### config.mk
export PLATFORM = sky130hd
export DESIGN_NAME = pix_simd_alu
export DESIGN_NICKNAME = d
export VERILOG_FILES = /design/src/rtl/pix_simd_alu.sv
export SDC_FILE = /design/constraint.sdc
export NUM_CORES = 1
export LEC_CHECK = 0
export BUFFER_PORTS_ARGS = -buffer_cell sky130_fd_sc_hd__buf_2
export CELL_PAD_IN_SITES_DETAIL_PLACEMENT = 0
export CELL_PAD_IN_SITES_GLOBAL_PLACEMENT = 2
export CORE_MARGIN = 3
export CORE_UTILIZATION = 25
export DETAILED_ROUTE_END_ITERATION = 7
export HOLD_SLACK_MARGIN = 0.08
export PLACE_DENSITY = 0.63
export SLEW_MARGIN = 30
export SYNTH_ARGS = -nofsm -noshare
export SYNTH_HDL_FRONTEND = slang
export SYNTH_SLANG_ARGS = --single-unit
### constraint.sdc
create_clock -name clk -period 2.25 [get_ports clk]
set_input_delay 0.1125 -clock clk [delete_from_list [all_inputs] [get_ports clk]]
set_output_delay 0.1125 -clock clk [all_outputs]
set_load 0.1 [all_outputs]
### src/rtl/pix_simd_alu.sv
module pix_simd_alu #(
  parameter int W      = 64,
  parameter int NARROW = 16
) (
  input  logic         clk,
  input  logic         rst_n,
  input  logic         in_valid,
  input  logic [2:0]   opcode,
  input  logic [1:0]   cond,
  input  logic         wide_lane,
  input  logic         half_word,
  input  logic [W-1:0] src_a,
  input  logic [W-1:0] src_b,
  output logic         out_valid,
  output logic [W-1:0] result
);
  localparam int WIDE = 2 * NARROW;
  localparam int NN   = W / NARROW;
  localparam int NW   = W / WIDE;
  localparam int HALF = W / 2;

  localparam logic [2:0] OP_ADD = 3'b000;
  localparam logic [2:0] OP_SUB = 3'b001;
  localparam logic [2:0] OP_CMP = 3'b010;
  localparam logic [2:0] OP_EXP = 3'b011;

  function automatic logic hit(input logic [WIDE-1:0] x, input logic [WIDE-1:0] y,
                               input logic [1:0] c);
    case (c)
      2'b00:   return x > y;
      2'b01:   return x == y;
      2'b10:   return x <= y;
      default: return x != y;
    endcase
  endfunction

  logic [W-1:0] arith_n, arith_w, cmp_n, cmp_w, expd, nxt;

  always_comb begin
    arith_n = '0;
    arith_w = '0;
    cmp_n   = '0;
    cmp_w   = '0;
    expd    = '0;
    for (int i = 0; i < NN; i++) begin
      arith_n[i*NARROW +: NARROW] = (opcode == OP_SUB)
        ? src_a[i*NARROW +: NARROW] - src_b[i*NARROW +: NARROW]
        : src_a[i*NARROW +: NARROW] + src_b[i*NARROW +: NARROW];
      cmp_n[i] = hit(WIDE'(src_a[i*NARROW +: NARROW]), WIDE'(src_b[i*NARROW +: NARROW]), cond);
      expd[i*NARROW +: NARROW] = NARROW'({src_a[i*8 +: 8], 4'b0000});
    end
    for (int j = 0; j < NW; j++) begin
      arith_w[j*WIDE +: WIDE] = (opcode == OP_SUB)
        ? src_a[j*WIDE +: WIDE] - src_b[j*WIDE +: WIDE]
        : src_a[j*WIDE +: WIDE] + src_b[j*WIDE +: WIDE];
      cmp_w[j] = hit(src_a[j*WIDE +: WIDE], src_b[j*WIDE +: WIDE], cond);
    end
  end

  logic [W-1:0] arith;
  assign arith = (wide_lane ? arith_w : arith_n) & (half_word ? {{HALF{1'b0}}, {HALF{1'b1}}} : {W{1'b1}});

  always_comb begin
    case (opcode)
      OP_ADD, OP_SUB: nxt = arith;
      OP_CMP:         nxt = wide_lane ? cmp_w : cmp_n;
      OP_EXP:         nxt = expd;
      default:        nxt = '0;
    endcase
  end

  always_ff @(posedge clk or negedge rst_n) begin
    if (!rst_n) begin
      out_valid <= 1'b0;
      result    <= '0;
    end else begin
      out_valid <= in_valid;
      if (in_valid) result <= nxt;
    end
  end

  assert_valid_follows_R10: assert property (@(posedge clk) disable iff (!rst_n)
    in_valid |=> out_valid);
  assert_idle_hold_R10: assert property (@(posedge clk) disable iff (!rst_n)
    !in_valid |=> (!out_valid && $stable(result)));
  assert_cmp16_upper_zero_R5: assert property (@(posedge clk) disable iff (!rst_n)
    (in_valid && opcode == OP_CMP && !wide_lane) |=> (result[W-1:NN] == '0));
  assert_cmp32_upper_zero_R6: assert property (@(posedge clk) disable iff (!rst_n)
    (in_valid && opcode == OP_CMP && wide_lane) |=> (result[W-1:NW] == '0));
  assert_single_upper_zero_R4: assert property (@(posedge clk) disable iff (!rst_n)
    (in_valid && half_word && (opcode == OP_ADD || opcode == OP_SUB)) |=> (result[W-1:HALF] == '0));
  assert_expand_nibbles_R8: assert property (@(posedge clk) disable iff (!rst_n)
    (in_valid && opcode == OP_EXP) |=> ((result & {NN{{(NARROW-12){1'b1}}, 8'h00, 4'hF}}) == '0));
  assert_unused_zero_R9: assert property (@(posedge clk) disable iff (!rst_n)
    (in_valid && opcode[2]) |=> (result == '0));
endmodule

==> results.yml, run 1 <==
run_status:
  status: "complete, but fails checks"
  violations: "setup timing"
floorplan:
  core_region_area_sq_um: 44320
  die_h_um: 218.0
  die-width_um: 218.0
  design.die.area_sq_um: 47530
  num_io_pins: 203
  floorplan.initialDensity: 0.2536
  rows: 77
setup_path:
  worst_path_largest_cell_delay_ps: 540
  crit_path_frequent_cell: "sky130_fd_sc_hd__o2111ai_4"
  criticalPathCategory: "primary input to flip-flop"
  worstPathArrival_ps: 2660
  cell_chain_critical_path: "buf_8, buf_4, ha_4, fa_2, nand2b_4, a221oi_4, o2111ai_4, a2111o_1, a21oi_4, o2111ai_4, a211oi_2, xnor2_1, o21ai_1"
  timing.critical_path.slowest_stage_cell: "sky130_fd_sc_hd__a2111o_1"
  start_kind: "primary input"
  worst_r2r_path_depth: 2
  end_kind: "flip-flop"
  critPathMaxFanout: 4
  r2r_setup_slack_ps: 1250
  worst_path_required_time_ps: 2510
global_routing:
  grt_pass1_wl_mm: 88.30
  largest_net_degree_at_the_start_of_global_routing: 46
  antenna_found_initial: 2
  first_global_vias: 14840
  gr-total-overflow: 0
  grt_util_all_layers: 0.2422
yosys:
  synth_sequential_area_ratio: 0.1448
  synth.cell_area_sq_um: 11240
  post_synth_num_cell_types: 100
  synth_instances: 1529
  syn_nets: 1803
  synth_ff_type: "sky130_fd_sc_hd__dfrtp_1"
  synth.yosys.warnings: 0
  number_of_enable_type_register_cells_in_the_synthesized_netlist: 0
  synth.ff_latch_count: 65
  async_reset_ff_frac: 1.000
  synth_area_per_cell_sq_um: 7.349
clock_network:
  clock_sink_count: 65
  cts_inserted_buffers: 9
  cts.clk_slew.worst_paths_ps: 70
  tritoncts: "yes"
  cts_root_buf: "sky130_fd_sc_hd__clkbuf_16"
  clockBufferDepth: 2
  insertion_delay_ps: 380
  htreeDepth: 3
route:
  route.detailed.vias_per_inst: 5.118
  drt.antenna.violating_nets: 0
  drc_errors: 0
  initialDrtViolationCount: 805
  detailedRoute.firstPassIterationCount: 5
  route.final.wire_length_mm: 59.34
  routedWlPerCell_um: 20.79
  route.vias.total: 14610
sta:
  report.final.setup_viol: 8
  report.final.hold_viol_count: 0
  setup_total_negative_slack_ps: -679.1
  layout_skew_ps: 0
  tightest_slew_ps: 600.9
  share_of_the_cycle_needed_by_the_critical_path_after_routing: 1.065
  finalMaxSlewViolations: 0
  setup_repair_after_global_routing_missed_its_margin: "true"
  fmax_mhz: 417.3
  worst_slew_margin_rel: 0.5960
  min_period_ps: 2397
  fin_ws_ps: -146.6
worst_hold_path:
  hold_path_depth: 4
  timing.hold.worst.class: "primary input to flip-flop"
cells_and_area:
  final_cell_mix: "sky130_fd_sc_hd__buf_4 (579), sky130_fd_sc_hd__buf_2 (195), sky130_fd_sc_hd__inv_1 (137)"
  share_of_layout_cells_above_drive_strength_1: 0.4586
  utilization: 0.4251
  mostFrequentLayoutCell: "sky130_fd_sc_hd__buf_4"
  fin_area_sq_um: 18840
  post_layout_nonfiller_instances: 2854
  area.growth.synth_to_final_pct: 67.65
  layout_net_count: 2530
place:
  placed_cells_incl_taps: 2808
  gp_routability_congestion: 0.9338
  detailed_place_hpwl_mm: 48.69
  placement.cell_area_sq_um: 17040
  portBuffers: 202
pwr:
  report.power.total_uw: 8559
  power.static_leakage_uw: 0.008884
  pwr_density_cell_nw_per_um2: 454.3
  vdd_drop_max_uv: 346.8
flow_run:
  cap_viol_max_count: 0
-- worst max-delay path, delay by kind of cell --
kind,cells,cell delay [ps]
AO/OA/AOI/OAI,7,1790
adder cells (fa/ha/maj),2,340
buffers and inverters,2,180
XOR/XNOR,1,140
AND/OR/NAND/NOR,1,70
-- metal layers --
layer  global-route usage  part of all wire  vias up
li1                     -                 -     7098
met1               0.3079              0.44     7086
met2               0.4338              0.50      351
met3              0.02369             0.036       70
met4              0.06936             0.028        2
met5                    0           0.00019        -
-- Yosys cell counts (7+ instances only) --
master                     count  area (sq um)
sky130_fd_sc_hd__a21oi_1     153         765.7
sky130_fd_sc_hd__inv_1       147         551.8
sky130_fd_sc_hd__ha_1        128          1602
sky130_fd_sc_hd__nor2_1      121         454.2
sky130_fd_sc_hd__nand2_1     105         394.1
sky130_fd_sc_hd__o21ai_0      98         490.5
sky130_fd_sc_hd__dfrtp_1      65          1627
sky130_fd_sc_hd__xnor2_1      50         437.9
sky130_fd_sc_hd__clkbuf_1     45         168.9
sky130_fd_sc_hd__nand3_1      39         195.2
sky130_fd_sc_hd__nor3_1       38         190.2
sky130_fd_sc_hd__nand4_1      28         175.2
sky130_fd_sc_hd__buf_2        27         135.1
sky130_fd_sc_hd__o31ai_1      27         202.7
sky130_fd_sc_hd__o21bai_1     24         180.2
sky130_fd_sc_hd__a211oi_1     23         172.7
sky130_fd_sc_hd__a31oi_1      23         143.9
sky130_fd_sc_hd__o211ai_1     23         172.7
sky130_fd_sc_hd__a21o_1       22         165.2
sky130_fd_sc_hd__a22oi_1      21         157.7
sky130_fd_sc_hd__o21a_1       20         150.1
sky130_fd_sc_hd__a22o_1       17         148.9
sky130_fd_sc_hd__nor4_1       17         106.4
sky130_fd_sc_hd__nand2b_1     14         87.58
sky130_fd_sc_hd__nor2b_1      14         87.58
sky130_fd_sc_hd__a221oi_1     12         105.1
sky130_fd_sc_hd__a21boi_0     11         82.58
sky130_fd_sc_hd__a221o_1      10         100.1
sky130_fd_sc_hd__mux2i_1      10         100.1
sky130_fd_sc_hd__o31a_1       10         87.58
sky130_fd_sc_hd__and3_1        9         56.30
sky130_fd_sc_hd__fa_1          8         160.2
sky130_fd_sc_hd__a41oi_1       7         61.31
-- sequential cells by signal, indices dropped and copies added, names as in the netlist --
| register | cells |
|---|---|
| out_valid | 1 |
| result | 64 |
-- logic make-up (layout without fill, tap and decap cells) --
family                     count (synthesis)  count (layout)  synth area share
AOI/OAI and AO/OA                        591             591            0.3593
xor gates and xnor gates                  55              55           0.04287
adders and majority gates                136             136            0.1568
buffers and inverters                    241             973           0.09565
DFF                                       65              65            0.1448
muxes                                     13              13           0.01392
other                                      0               1                 0
and+or+nand+nor                          428             428            0.1867
-- metrics by stage --
stage | hold slack (ps) | setup slack, ps
detailed placement | 130.4 | -659.7
CTS | 80.34 | -163.4
global route | 109.9 | -253.3
floorplan | -183.1 | -138.6
global placement | 130.5 | -609.4
finish | 99.03 | -146.6
-- power breakdown --
part	leakage (uW)	internal (uW)	total, uW	switching [uW]
clock	0.000156	981	1700	716
combinational	0.00787	2270	5510	3240
sequential	0.000857	1270	1350	75.0
total	0.00888	4530	8560	4030
-- repair_timing --
action | CTS | global route
endpoints found under the hold margin | 34 | 0
hold buffers | 5 | 0
pin swaps | 60 | 91
gates cloned | 0 | 0
endpoints found under the setup margin | 29 | 41
setup buffers | 15 | 20
resized for setup | 83 | 180
-- layout make-up --
type                       count  area [sq um]
fill                        4614         25480
multi-input combinational   1223          9798
timing repair buffer         807          5763
sequential                    65          1627
tap                          592         740.7
inverter                     150         580.6
clock buffer                   9         225.2
clock inverter                 7         102.6
antenna                        1         2.502
-- final timing paths --
path | startpoint | endpoint
setup reg to reg | result[53]$_DFFE_PN0P_ | result[53]$_DFFE_PN0P_
hold reg to reg | result[32]$_DFFE_PN0P_ | result[32]$_DFFE_PN0P_
max in group asynchronous | rst_n | result[16]$_DFFE_PN0P_
hold / removal | src_a[29] | result[57]$_DFFE_PN0P_
setup / recovery | src_a[32] | result[56]$_DFFE_PN0P_
min in group asynchronous | rst_n | result[6]$_DFFE_PN0P_
(Power assumes the default switching activity.)
==> run 2: changes to the inputs <==
Settings changed: CORE_ASPECT_RATIO set to 1.4.
Clock period 2.25 ns to 2.4 ns, I/O delays scaled along.
==> run 2 against run 1 <==
Compared with the run above: the run still ends with setup timing left; clock skew is the same; count of clock-buffer cells in the layout grew 3; sequential power shrank 6%; first-iteration DRC count grew 9.6%; non-clock buffer count shrank 38; total power shrank 11%; utilization shrank 2.2 points; die area is essentially flat; cell count shrank 2.6%; critical endpoint unchanged.
==> results.yml, run 2 (synthesis gave the netlist of run 1 again) <==
cells_and_area:
  layout_top_registers: "result (64), out_valid (1)"
  mostFrequentLayoutCell: "sky130_fd_sc_hd__buf_4"
  utilization: 0.4033
  fillcell_total: 4654
  final_cell_mix: "sky130_fd_sc_hd__buf_4 (556), sky130_fd_sc_hd__buf_2 (194), sky130_fd_sc_hd__a21oi_1 (137)"
  fin_area_sq_um: 17860
  largest-register: "result"
  largest_register_ff_count: 64
  antenna-diode-count: 0
  share_of_layout_cells_above_drive_strength_1: 0.4163
  area.growth.synth_to_final_pct: 58.98
  layout_net_count: 2492
setup_path:
  end_kind: "flip-flop"
  critical_path_origin: "src_b[32]"
  critPathMaxFanout: 6
  worstPathArrival_ps: 2660
  worst_path_required_time_ps: 2640
  criticalPathCategory: "primary input to flip-flop"
  start_kind: "primary input"
  r2r_startpoint: "result[53]$_DFFE_PN0P_"
run_status:
  violations: "setup timing"
  status: "complete, but fails checks"
sta:
  min_period_ps: 2421
  setup_repair_after_global_routing_missed_its_margin: "true"
  report.final.hold_viol_count: 0
  report.final.setup_viol: 2
  share_of_the_cycle_needed_by_the_critical_path_after_routing: 1.009
  fin_hold_ws_ps: 88.75
  worst_slew_margin_rel: 0.5462
  tightest_slew_ps: 680.0
  finalMaxSlewViolations: 0
  layout_skew_ps: 0
  setup_total_negative_slack_ps: -24.22
  fmax_mhz: 413.1
  fin_ws_ps: -20.53
clock_network:
  cts_root_buf: "sky130_fd_sc_hd__clkbuf_16"
  cts.clk_slew.worst_paths_ps: 60
  insertion_delay_ps: 370
  tritoncts: "yes"
  htreeDepth: 3
  clock_sink_count: 65
  clockBufferDepth: 2
  cts_inserted_buffers: 9
place:
  portBuffers: 202
  detailed_place_hpwl_mm: 50.37
  placement.cell_area_sq_um: 16660
  gp_routability_congestion: 0.9200
route:
  route.detailed.vias_per_inst: 5.209
  route.final.wire_length_mm: 59.54
  routedWlPerCell_um: 21.42
  drt.antenna.violating_nets: 0
  drc_errors: 0
  route.vias.total: 14480
  initialDrtViolationCount: 882
  detailedRoute.firstPassIterationCount: 5
floorplan:
  die-width_um: 185.2
  design.die.area_sq_um: 47560
  rows: 91
  die_h_um: 256.9
  core_region_area_sq_um: 44290
  num_io_pins: 203
  floorplan.initialDensity: 0.2537
flow_run:
  cap_viol_max_count: 0
global_routing:
  first_global_vias: 14920
  antenna_found_initial: 0
  grt_pass1_wl_mm: 88.50
  largest_net_degree_at_the_start_of_global_routing: 57
  grt_util_all_layers: 0.2434
  gr-total-overflow: 0
pwr:
  power.static_leakage_uw: 0.008612
  pwr_density_cell_nw_per_um2: 428.4
  report.power.total_uw: 7653
  vdd_drop_max_uv: 383.0
worst_hold_path:
  timing.hold.worst.class: "primary input to flip-flop"
  min-delay-start: "src_a[31]"
[run 2: cell count changes in the layout (fill, tap and decap cells not counted), moves of 7 or more]
cell / change
sky130_fd_sc_hd__o21ai_0: +11
sky130_fd_sc_hd__nor3_2: -8
sky130_fd_sc_hd__a21oi_1: +12
sky130_fd_sc_hd__o21ai_1: -8
sky130_fd_sc_hd__nor3_1: +8
sky130_fd_sc_hd__buf_6: -7
sky130_fd_sc_hd__a21oi_2: -8
sky130_fd_sc_hd__ha_4: -11
sky130_fd_sc_hd__ha_1: +17
sky130_fd_sc_hd__buf_4: -23
[run 2: final timing paths]
path,cells after the start,end,slack (ps)
hold reg to reg,1,result[3]$_DFFE_PN0P_,490
hold / removal,3,result[59]$_DFFE_PN0P_,90
max in group asynchronous,3,result[35]$_DFFE_PN0P_,1540
setup reg to reg,2,result[53]$_DFFE_PN0P_,1380
setup / recovery,14,result[56]$_DFFE_PN0P_,-20
min in group asynchronous,2,result[9]$_DFFE_PN0P_,230
[run 2: per-stage QoR]
stage | setup slack, ps | cells
CTS | -31.00 | 2772
global placement | -673.7 | 2746
detailed placement | -765.7 | 2746
finish | -20.53 | 2780
floorplan | 2.098 | 1529
global route | -142.4 | 2780
[run 2: per-layer routing]
layer / GRT usage / vias up / wire (um)
met5: 0 / - / 0
met1: 0.2646 / 7005 / 22760
met4: 0.1014 / 0 / 2694
met3: 0.01810 / 98 / 1570
li1: - / 7027 / -
met2: 0.4745 / 351 / 32510
[run 2: power by group]
part | switching (uW) | total, uW | internal, uW
Combinational | 2930 | 4920 | 1990
Clock | 604 | 1460 | 853
Sequential | 77.4 | 1270 | 1200
Total | 3610 | 7650 | 4040
[run 2: worst max-delay path: stages]
cell	delay, ps
sky130_fd_sc_hd__buf_8	80
sky130_fd_sc_hd__buf_6	90
sky130_fd_sc_hd__ha_4	110
sky130_fd_sc_hd__inv_2	40
sky130_fd_sc_hd__fa_2	350
sky130_fd_sc_hd__a211oi_2	230
sky130_fd_sc_hd__o21ai_2	100
sky130_fd_sc_hd__o211ai_1	280
sky130_fd_sc_hd__nand3b_1	160
sky130_fd_sc_hd__o31a_4	360
sky130_fd_sc_hd__nor3b_4	170
sky130_fd_sc_hd__a211oi_2	260
sky130_fd_sc_hd__xnor2_1	200
sky130_fd_sc_hd__o21ai_1	110
[run 2: area by class of cell]
type,count,area [sq um],area share
clock buffers,12,256.5,0.01436
flip-flops and latches,65,1627,0.09105
inverters,150,573.1,0.03208
well taps,558,698.2,0.03908
repair buffers,769,5401,0.3024
clock inverters,3,40.04,0.002241
multi-input cells,1223,9269,0.5188
[run 2: what timing repair did]
item	in CTS	in global routing
resized for setup	68	90
pin swaps	33	40
hold endpoints to repair	24	0
setup endpoints to repair	24	36
setup buffers	9	8
hold buffers	3	0
